### config.mk
export PLATFORM = sky130hd
export DESIGN_NAME = prescaled_pwm
export DESIGN_NICKNAME = d
export VERILOG_FILES = /design/src/rtl/pwm_pkg.sv /design/src/rtl/pwm_regfile.sv /design/src/rtl/pwm_tick_gen.sv /design/src/rtl/pwm_channel.sv /design/src/rtl/prescaled_pwm.sv
export SDC_FILE = /design/constraint.sdc
export NUM_CORES = 1
export LEC_CHECK = 0
export BUFFER_PORTS_ARGS = -buffer_cell sky130_fd_sc_hd__buf_4
export CAP_MARGIN = 20
export CORE_ASPECT_RATIO = 1.25
export CORE_MARGIN = 2
export CORE_UTILIZATION = 35
export DETAILED_ROUTE_END_ITERATION = 12
export PLACE_DENSITY = 0.53
export SLEW_MARGIN = 20
export SYNTH_ARGS = -nofsm -noshare
export SYNTH_HDL_FRONTEND = slang
export SYNTH_SLANG_ARGS = --single-unit
### constraint.sdc
create_clock -name clk -period 2.7 [get_ports clk]
set_input_delay 0.135 -clock clk [delete_from_list [all_inputs] [get_ports clk]]
set_output_delay 0.135 -clock clk [all_outputs]
set_load 0.03 [all_outputs]
### src/rtl/pwm_pkg.sv
package pwm_pkg;

  typedef enum logic [1:0] {
    REG_CTRL   = 2'd0,
    REG_DUTY   = 2'd1,
    REG_PERIOD = 2'd2,
    REG_NONE   = 2'd3
  } reg_sel_e;

  // Output level for one scaled tick of the period
  function automatic logic duty_level(input logic [15:0] count,
                                      input logic [15:0] duty,
                                      input logic        full);
    return full | (count < duty);
  endfunction

  // Input cycles in one period
  function automatic int unsigned period_cycles(input int unsigned pre,
                                                input int unsigned lim);
    return (pre + 1) * (lim + 1);
  endfunction

endpackage

### src/rtl/pwm_regfile.sv
module pwm_regfile
  import pwm_pkg::*;
#(
  parameter int NUM_CH = 2,
  parameter int ADDR_W = 5,
  parameter int DATA_W = 32,
  parameter int PRE_W  = 6,
  parameter int CNT_W  = 10
) (
  input  logic                           clk,
  input  logic                           rst_n,
  input  logic [ADDR_W-1:0]              addr,
  input  logic [DATA_W-1:0]              wdata,
  input  logic                           wr_en,
  output logic [DATA_W-1:0]              rdata,
  output logic [NUM_CH-1:0][PRE_W-1:0]   pre_o,
  output logic [NUM_CH-1:0]              sd_o,
  output logic [NUM_CH-1:0][CNT_W-1:0]   dc_o,
  output logic [NUM_CH-1:0]              full_o,
  output logic [NUM_CH-1:0][CNT_W-1:0]   pv_o
);

  localparam int SEL_W = ADDR_W - 4;

  logic [SEL_W-1:0] ch_sel;
  reg_sel_e         reg_sel;
  logic [NUM_CH-1:0] hit_ctrl, hit_duty, hit_period;

  assign ch_sel  = addr[ADDR_W-1:4];
  assign reg_sel = reg_sel_e'(addr[3:2]);

  always_comb begin
    for (int c = 0; c < NUM_CH; c++) begin
      hit_ctrl[c]   = wr_en && (ch_sel == SEL_W'(c)) && (reg_sel == REG_CTRL);
      hit_duty[c]   = wr_en && (ch_sel == SEL_W'(c)) && (reg_sel == REG_DUTY);
      hit_period[c] = wr_en && (ch_sel == SEL_W'(c)) && (reg_sel == REG_PERIOD);
    end
  end

  always_ff @(posedge clk or negedge rst_n) begin
    if (!rst_n) begin
      pre_o  <= '0;
      sd_o   <= '0;
      dc_o   <= '0;
      full_o <= '0;
      pv_o   <= '0;
    end else begin
      for (int c = 0; c < NUM_CH; c++) begin
        if (hit_ctrl[c]) begin
          pre_o[c] <= wdata[PRE_W-1:0];
          sd_o[c]  <= wdata[PRE_W];
        end
        if (hit_duty[c]) begin
          dc_o[c]   <= wdata[CNT_W-1:0];
          full_o[c] <= wdata[CNT_W];
        end
        if (hit_period[c]) pv_o[c] <= wdata[CNT_W-1:0];
      end
    end
  end

  always_comb begin
    rdata = '0;
    for (int c = 0; c < NUM_CH; c++) begin
      if (ch_sel == SEL_W'(c)) begin
        case (reg_sel)
          REG_CTRL:   rdata = DATA_W'({sd_o[c], pre_o[c]});
          REG_DUTY:   rdata = DATA_W'({full_o[c], dc_o[c]});
          REG_PERIOD: rdata = DATA_W'(pv_o[c]);
          default:    rdata = '0;
        endcase
      end
    end
  end

  logic unused_bits;
  assign unused_bits = ^{addr[1:0], wdata[DATA_W-1:CNT_W+1]};

  for (genvar g = 0; g < NUM_CH; g++) begin : g_chk
    // a control write lands in the stored fields
    assert_ctrl_write_R8: assert property (@(posedge clk) disable iff (!rst_n)
      hit_ctrl[g] |=> (pre_o[g] == $past(wdata[PRE_W-1:0])) && (sd_o[g] == $past(wdata[PRE_W])));
    // a write addressed elsewhere leaves this channel's duty untouched
    assert_duty_isolated_R9: assert property (@(posedge clk) disable iff (!rst_n)
      !hit_duty[g] |=> $stable(dc_o[g]) && $stable(full_o[g]));
  end

endmodule

### src/rtl/pwm_tick_gen.sv
module pwm_tick_gen #(
  parameter int PRE_W = 6
) (
  input  logic             clk,
  input  logic             rst_n,
  input  logic             clr,
  input  logic [PRE_W-1:0] limit,
  output logic             tick
);

  logic [PRE_W-1:0] cnt;

  assign tick = !clr && (cnt >= limit);

  always_ff @(posedge clk or negedge rst_n) begin
    if (!rst_n)     cnt <= '0;
    else if (clr)   cnt <= '0;
    else if (tick)  cnt <= '0;
    else            cnt <= cnt + 1'b1;
  end

  // the prescale count never passes its limit while running
  assert_pre_bound_R1: assert property (@(posedge clk) disable iff (!rst_n)
    !clr |=> (cnt <= $past(limit)));

endmodule

### src/rtl/pwm_channel.sv
module pwm_channel
  import pwm_pkg::*;
#(
  parameter int PRE_W = 6,
  parameter int CNT_W = 10
) (
  input  logic             clk,
  input  logic             rst_n,
  input  logic             en,
  input  logic [PRE_W-1:0] pre_cfg,
  input  logic             sd_cfg,
  input  logic [CNT_W-1:0] dc_cfg,
  input  logic             full_cfg,
  input  logic [CNT_W-1:0] pv_cfg,
  output logic             pwm_o
);

  logic             running;
  logic [CNT_W-1:0] per_cnt;
  logic [PRE_W-1:0] pre_act;
  logic [CNT_W-1:0] dc_act, pv_act;
  logic             full_act;
  logic             tick;

  // Named events for checks
  logic start_ev, period_end, abrupt_stop;
  assign start_ev    = !running && en;
  assign period_end  = running && tick && (per_cnt == pv_act);
  assign abrupt_stop = running && !en && sd_cfg;

  pwm_tick_gen #(.PRE_W(PRE_W)) u_tick (
    .clk   (clk),
    .rst_n (rst_n),
    .clr   (!running),
    .limit (pre_act),
    .tick  (tick)
  );

  always_ff @(posedge clk or negedge rst_n) begin
    if (!rst_n) begin
      running  <= 1'b0;
      per_cnt  <= '0;
      pre_act  <= '0;
      dc_act   <= '0;
      pv_act   <= '0;
      full_act <= 1'b0;
    end else if (abrupt_stop) begin
      running <= 1'b0;
      per_cnt <= '0;
    end else if (start_ev || (period_end && en)) begin
      running  <= 1'b1;
      per_cnt  <= '0;
      pre_act  <= pre_cfg;
      dc_act   <= dc_cfg;
      pv_act   <= pv_cfg;
      full_act <= full_cfg;
    end else if (period_end) begin
      running <= 1'b0;
      per_cnt <= '0;
    end else if (running && tick) begin
      per_cnt <= per_cnt + 1'b1;
    end
  end

  assign pwm_o = running && duty_level(16'(per_cnt), 16'(dc_act), full_act);

  // abrupt stop clears state on the next edge
  assert_abrupt_stop_R6: assert property (@(posedge clk) disable iff (!rst_n)
    abrupt_stop |=> !running && (per_cnt == '0));
  // graceful mode keeps running until the period boundary
  assert_graceful_hold_R5: assert property (@(posedge clk) disable iff (!rst_n)
    (running && !en && !sd_cfg && !period_end) |=> running);
  // working settings only change at a boundary or a start
  assert_shadow_hold_R7: assert property (@(posedge clk) disable iff (!rst_n)
    (running && !period_end) |=> $stable(dc_act) && $stable(pv_act) && $stable(pre_act) && $stable(full_act));
  // the period count stays within its limit
  assert_count_bound_R1: assert property (@(posedge clk) disable iff (!rst_n)
    running |-> (per_cnt <= pv_act));

endmodule

### src/rtl/prescaled_pwm.sv
module prescaled_pwm #(
  parameter int NUM_CH = 2,
  parameter int ADDR_W = 5,
  parameter int DATA_W = 32,
  parameter int PRE_W  = 6,
  parameter int CNT_W  = 10
) (
  input  logic              clk,
  input  logic              rst_n,
  input  logic [ADDR_W-1:0] bus_addr,
  input  logic [DATA_W-1:0] bus_wdata,
  input  logic              bus_wr,
  output logic [DATA_W-1:0] bus_rdata,
  input  logic [NUM_CH-1:0] ch_en,
  output logic [NUM_CH-1:0] pwm_out
);

  logic [NUM_CH-1:0][PRE_W-1:0] pre_cfg;
  logic [NUM_CH-1:0]            sd_cfg;
  logic [NUM_CH-1:0][CNT_W-1:0] dc_cfg;
  logic [NUM_CH-1:0]            full_cfg;
  logic [NUM_CH-1:0][CNT_W-1:0] pv_cfg;

  pwm_regfile #(
    .NUM_CH (NUM_CH), .ADDR_W (ADDR_W), .DATA_W (DATA_W),
    .PRE_W  (PRE_W),  .CNT_W  (CNT_W)
  ) u_regs (
    .clk    (clk),
    .rst_n  (rst_n),
    .addr   (bus_addr),
    .wdata  (bus_wdata),
    .wr_en  (bus_wr),
    .rdata  (bus_rdata),
    .pre_o  (pre_cfg),
    .sd_o   (sd_cfg),
    .dc_o   (dc_cfg),
    .full_o (full_cfg),
    .pv_o   (pv_cfg)
  );

  for (genvar c = 0; c < NUM_CH; c++) begin : g_ch
    pwm_channel #(.PRE_W(PRE_W), .CNT_W(CNT_W)) u_ch (
      .clk      (clk),
      .rst_n    (rst_n),
      .en       (ch_en[c]),
      .pre_cfg  (pre_cfg[c]),
      .sd_cfg   (sd_cfg[c]),
      .dc_cfg   (dc_cfg[c]),
      .full_cfg (full_cfg[c]),
      .pv_cfg   (pv_cfg[c]),
      .pwm_o    (pwm_out[c])
    );
  end

  // outputs are low out of reset
  assert_reset_low_R10: assert property (@(posedge clk) disable iff (!rst_n)
    $rose(rst_n) |-> (pwm_out == '0));

endmodule

==> metrics, run 1 <==
status=finished, final reports clean; Slew Limit Fails=0; Post-DRT Antenna Nets=0; crit path time final=2.58 ns; cell taking the most area after synthesis=dfrtp_1; family with the most delay on the worst path=compound AO/OA/AOI/OAI gates; fraction of layout cells with a size suffix above 1=17.2%; drt total wl=approximately 25,000 um; clk sinks=~140; GRT Total Usage=18.9%; initial antenna violation count=0; FP Rows=65; vias after detailed routing=7,536; GR Layer Usage met1=24.4%; reg2reg path depth=8; die area=27,000 um^2; # DRC=0; post-route insts no fill=1,336; Setup Skew=0.0133 ns; Tcrit/Tclk final=95.5%; WP data required=2.57 ns; maxcap violations=0; largest net degree at the start of global routing=66; CP max stage delay=0.47 ns; worst hold slack=around 0.0049 ns; Chip Width=147 um; maximum VDD drop=0.337 mV; fmax=about 390 MHz; Starting Density=35.6%; Antenna diodes=0; NetSw=between 0.002 and 0.0025 W; register clock-pin slew on the reported worst setup and hold paths=0.06 ns; top cells by area, synth=dfrtp_1, mux2_2, ha_1; Buffers on Ports=31; CP Buf/Inv Count=1; cell breakdown of the critical path=ha_1 -> a21o_1 -> a2111oi_2 -> o21a_1 -> o21ai_0 -> o311ai_0 -> buf_4; dpl ws=about 0.28 ns; Yosys top cell area share=about 40%; CP max FO=6; cell area after layout=roughly 10,000 um^2; CP Capture Type=output port; Inst Count DP=1,295; switching part of the total power=31.3%; Die Y=around 180 um; Int Pwr=0.00461 W; routability cong.=roughly 0.78; clock root buffer=clkbuf_16; synth unique cells=61; critical path's slowest cell=dfrtp_2; synthesized flop and latch total=144; drt pass-1 iters=6; worst skew pair latency=0.44 ns; Comb power frac=19.7%; Via density=5.64; gr ovfl total=0; hold depth=3; most common cell in the netlist=dfrtp_1; final setup violation count=0; RSZ-0062 raised after global routing=no; grt met3 use=2.91%; Lkg Pwr=4.29 nW; EDFF count, synth=0; worst setup margin=between 0.1 and 0.15 ns; TritonCTS Buffers=17; Post-synth ARST share=between 90% and 100%; Post-Syn Instances=between 900 and 1,000; Post-synth top flop=dfrtp_1; setup TNS=0 ns; power per cell area=654 nW/um^2; register area share after synthesis=40.1%; CORE AREA=about 25,000 um^2; grt met2 use=32.6%; commonest cells in the netlist=dfrtp_1, nand2_1, o21ai_0; Final HPWL DP=about 17,000 um; Layout area overhead=14.1%; worst min path class=input port to flop; Clock Power Share=38.4%; vias in the first global route=7,320; CTS tree=yes; # H-tree levels=4; Max clock buf depth=2; Nets=1,064; IO Pins=76; Setup CP Type=flop to output port; first-pass GRT wire length=40,600 um; Syn Area/Cell=9.23 um^2; Flop pwr share=41.9%; Arr. time, crit path=between 2 and 2.5 ns; endpoints failing hold=0; placed instance area=9500 um^2; relative slew slack=56.8%; wire per inst=roughly 19 um; CP startpoint kind=flop; synthesized area=8980 um^2; Worst Tran Pin Value=0.648 ns; GR peak layer=met2; Crit path depth=7; yosys warns=0; drt initial violations=approximately 540
layer usage:
metal  wire length, um  vias up
li1                  -     3587
met1             11000     3770
met2             12700      146
met3               789       33
met4               491        0
met5                 0        -
through the flow:
stage	total power (W)	util [%]
2_1_floorplan	0.00370	-
3_3_place_gp	0.00412	37.7
3_5_place_dp	0.00416	37.7
4_1_cts	0.00676	40.6
5_1_grt	0.00706	40.6
6_report	0.00670	40.6
cell families after synthesis:
family / count (synthesis) / share of synthesized area [%]
other: 1 / 0.0418
AND/OR/NAND/NOR: 247 / 13.5
buffers and inverters: 151 / 7.86
XOR/XNOR: 32 / 3.12
AO/OA/AOI/OAI: 308 / 23.7
flip-flops: 144 / 40.1
multiplexers: 56 / 6.91
adder cells (fa/ha/maj): 34 / 4.74
sequential cells by signal, indices dropped and copies added (netlist names):
| register | count |
|---|---|
| g_ch.u_ch.dc_act | 20 |
| g_ch.u_ch.full_act | 2 |
| g_ch.u_ch.per_cnt | 20 |
| g_ch.u_ch.pre_act | 12 |
| g_ch.u_ch.pv_act | 20 |
| g_ch.u_ch.running | 2 |
| g_ch.u_ch.u_tick.cnt | 12 |
| u_regs.dc_o | 20 |
| u_regs.full_o | 2 |
| u_regs.pre_o | 12 |
| u_regs.pv_o | 20 |
| u_regs.sd_o | 2 |
final cells by class:
cell class / instances / area, um^2
Tap cell: 335 / 419
Clock inverter: 13 / 186
Timing Repair Buffer: 72 / 592
Clock buffer: 19 / 453
Sequential cell: 144 / 3600
Inverter: 55 / 206
Multi-Input combinational cell: 698 / 4790
Fill cell: 2572 / 15000
worst reg2reg max path, stage by stage, from the launching register on:
cell and delay, ns:
dfrtp_1 0.39, inv_1 0.06, ha_1 0.27, nand2b_1 0.14, a2111o_1 0.48, a31oi_2 0.39
buf_4 0.32, a31oi_1 0.11, o311ai_0 0.13
layout by cell type (no fill, tap or decap), types with 8 or more instances in the layout:
master / synthesis / final
nand3_1: 20 / 20
ha_1: 34 / 34
a21oi_1: 53 / 53
mux2i_1: 8 / 8
conb_1: 1 / 21
and3_1: 8 / 8
mux2_2: 48 / 48
clkbuf_16: 0 / 17
o311ai_0: 33 / 32
buf_4: 30 / 60
inv_1: 54 / 54
dlygate4sd3_1: 0 / 9
a31oi_1: 56 / 55
nor2_1: 43 / 43
o211ai_1: 23 / 23
a41oi_1: 11 / 11
xor2_1: 26 / 26
o21ai_0: 67 / 67
nand2_1: 85 / 85
dfrtp_1: 144 / 143
nor2b_1: 27 / 26
nand4_1: 37 / 37
a41oi_2: 10 / 10
power by group through the flow:
| stage | clock network (W) | registers [W] | logic [W] |
|---|---|---|---|
| after floorplan | 0 | 0.00270 | 0.000994 |
| after global placement | 0 | 0.00283 | 0.00129 |
| after detailed placement | 0 | 0.00284 | 0.00132 |
| after CTS | 0.00262 | 0.00280 | 0.00133 |
| after global routing | 0.00272 | 0.00286 | 0.00148 |
| final | 0.00258 | 0.00281 | 0.00132 |
final timing paths:
check	start	slack (ns)	end
worst max-delay path	g_ch[1].u_ch.per_cnt[4]	0.12	pwm_out[1]
min in group asynchronous	rst_n	0.28	g_ch[1].u_ch.dc_act[9]
max in group asynchronous	rst_n	1.60	g_ch[0].u_ch.pv_act[0]
worst min-delay path	bus_wdata[3]	0.005	u_regs.dc_o[3]
worst max register to register	g_ch[0].u_ch.u_tick.cnt[0]	0.27	g_ch[0].u_ch.pre_act[0]
worst min register to register	g_ch[0].u_ch.u_tick.cnt[0]	0.50	g_ch[0].u_ch.u_tick.cnt[0]
what timing repair did:
item	4_1_cts	5_1_grt
hold buffers	9	0
buffers inserted	0	0
resized for setup	0	7
endpoints found under the setup margin	0	2
hold endpoints to repair	80	0
Power figures use the tool's default switching activity.
==> run 2, diff against run 1 <==
Settings changed: BUFFER_PORTS_ARGS -buffer_cell sky130_fd_sc_hd__buf_4 to not set, DONT_BUFFER_PORTS set to 1, RECOVER_POWER set to 50.
Clock period 2.7 ns to 2.1 ns, I/O delays scaled along.
==> metrics, run 2 (synthesized netlist as in run 1, its figures left out) <==
largest net degree at the start of global routing=145; cell breakdown of the critical path=ha_1 -> a21o_1 -> a2111oi_4 -> o21a_1 -> o211ai_1 -> o311ai_2 -> buf_4; # DRC=0; Worst R2R End=g_ch[0].u_ch.per_cnt[8]; worst min path class=input port to asynchronous set/reset pin; status=finished with violations; Buffers on Ports=0; # H-tree levels=4; vias in the first global route=7,683; failing checks=negative hold slack, negative setup slack; Comb power frac=between 20 and 25%; TritonCTS Buffers=17; clock root buffer=clkbuf_16; R2R Setup Slk=-0.09 ns; fraction of layout cells with a size suffix above 1=25.0%; Lkg Pwr=4.64 nW; Flop pwr share=between 40% and 50%; routability cong.=0.821; Nets=1,103; wire per inst=between 15 and 20 um; WP data required=2.00 ns; clk sinks=144; Max clock buf depth=2; Chip Width=147 um; crit path time final=2.33 ns; Int Pwr=0.00601 W; FP Rows=65; Layout area overhead=25.8%; drt total wl=27,000 um; commonest non-fill, non-tap cell in the layout=dfrtp_1; Post-DRT Antenna Nets=0; crit path from=g_ch[0].u_ch.per_cnt[4]; post-route insts no fill=1,374; relative slew slack=around half; most frequent cells in the layout=dfrtp_1, nand2_1, buf_4; reg2reg path depth=7; cell area after layout=~11,000 um^2; power per cell area=776 nW/um^2; drt pass-1 iters=4; Setup CP Type=flop to output port; vias after detailed routing=7,764; maxcap violations=0; IO Pins=76; Worst Tran Pin Value=0.759 ns; Tcrit/Tclk final=111%; Setup Skew=0.0144 ns; initial antenna violation count=0; CTS tree=yes; drt initial violations=495; setup TNS=-1.39 ns; worst skew pair latency=0.43 ns; reg2reg start=g_ch[0].u_ch.pre_act[0]; Util after Layout=44.8%; Inst Count DP=1,306; CP Capture Type=output port; first-pass GRT wire length=42,800 um; Die Y=about 180 um; Via density=5.65; fmax=around 430 MHz; endpoints failing hold=144; multi-input logic area=5200 um^2; CP max FO=2; CORE AREA=25,200 um^2; placed instance area=9600 um^2; worst hold slack=-0.630 ns; Slew Limit Fails=0; switching part of the total power=31.4%; RSZ-0062 raised after global routing=yes; critical path's slowest cell=dfrtp_1; NetSw=0.00275 W; Clock Power Share=36.5%; # fillers=2,402; CP max stage delay=between 0.3 and 0.4 ns; Reg area=3610 um^2; maximum VDD drop=0.580 mV; die area=27,000 um^2; gr ovfl total=0; Starting Density=35.6%; CP startpoint kind=flop; Final HPWL DP=17,200 um; Antenna diodes=0; Arr. time, crit path=2.22 ns; GRT Total Usage=20.0%; register clock-pin slew on the reported worst setup and hold paths=around 0.07 ns; worst setup margin=-0.225 ns; hold_buf cts=13; final setup violation count=27
## run 2: cell types whose count changed in the layout (fill, tap and decap cells not counted), moves of 7 or more
| cell | before | now |
|---|---|---|
| a41oi_2 | 10 | 21 |
| buf_16 | 0 | 7 |
| o311ai_0 | 32 | 15 |
| buf_12 | 2 | 11 |
| o311ai_1 | 1 | 12 |
| buf_6 | 1 | 11 |
| a41oi_1 | 11 | 0 |
## run 2: layout make-up
class                      instances  share of cell area (%)
clock buffer                      21                    4.17
clock inverter                    10                    1.19
inverter                          55                    1.83
multi-input combinational        698                    46.1
sequential                       144                    31.9
tap                              335                    3.71
timing repair buffer             111                    11.1
## run 2: worst max-delay path by stage
stage | endpoint | slack [ns] | depth (start not counted)
finish | pwm_out[0] | -0.23 | 7
global route | pwm_out[0] | -0.35 | 7
CTS | pwm_out[0] | -0.23 | 7
detailed placement | g_ch[0].u_ch.pv_act[0] | -0.04 | 8
global placement | g_ch[0].u_ch.pv_act[0] | -0.03 | 8
floorplan | g_ch[0].u_ch.pv_act[1] | 0.008 | 9
## run 2: power groups by stage
| stage | registers (W) | logic [W] | clock network, W |
|---|---|---|---|
| 6_report | 0.00361 | 0.00196 | 0.00320 |
| 5_1_grt | 0.00367 | 0.00216 | 0.00338 |
| 4_1_cts | 0.00359 | 0.00179 | 0.00323 |
| 3_5_place_dp | 0.00364 | 0.00163 | 0 |
| 3_3_place_gp | 0.00363 | 0.00161 | 0 |
| 2_1_floorplan | 0.00348 | 0.00128 | 0 |
## run 2: worst max-delay path, delay by kind of cell, from the launching register on
family,cells,cell delay [ns]
compound gates,5,0.86
flops,1,0.39
buf+inv,1,0.22
fa+ha+maj,1,0.32
## run 2: layer usage
| layer | global-route usage [%] | part of all wire [%] | up-vias |
|---|---|---|---|
| met4 | 6.35 | 2.4 | 0 |
| met3 | 4.03 | 3.4 | 42 |
| li1 | - | - | 3703 |
| met1 | 25.4 | 43 | 3871 |
| met5 | 0 | 0 | - |
| met2 | 34.2 | 51 | 148 |
## run 2: through the flow
| stage | worst slack, ns | total power, W |
|---|---|---|
| after floorplan | 0.00757 | 0.00476 |
| after global placement | -0.0315 | 0.00524 |
| after detailed placement | -0.0449 | 0.00527 |
| after CTS | -0.230 | 0.00862 |
| after global routing | -0.351 | 0.00921 |
| final | -0.225 | 0.00876 |
## run 2: timing repair
item / in CTS / in global routing
setup endpoints to repair: 29 / 85
gates cloned: 8 / 6
setup buffers: 5 / 7
pin swaps: 43 / 34
resized for setup: 54 / 69
hold endpoints to repair: 256 / 144
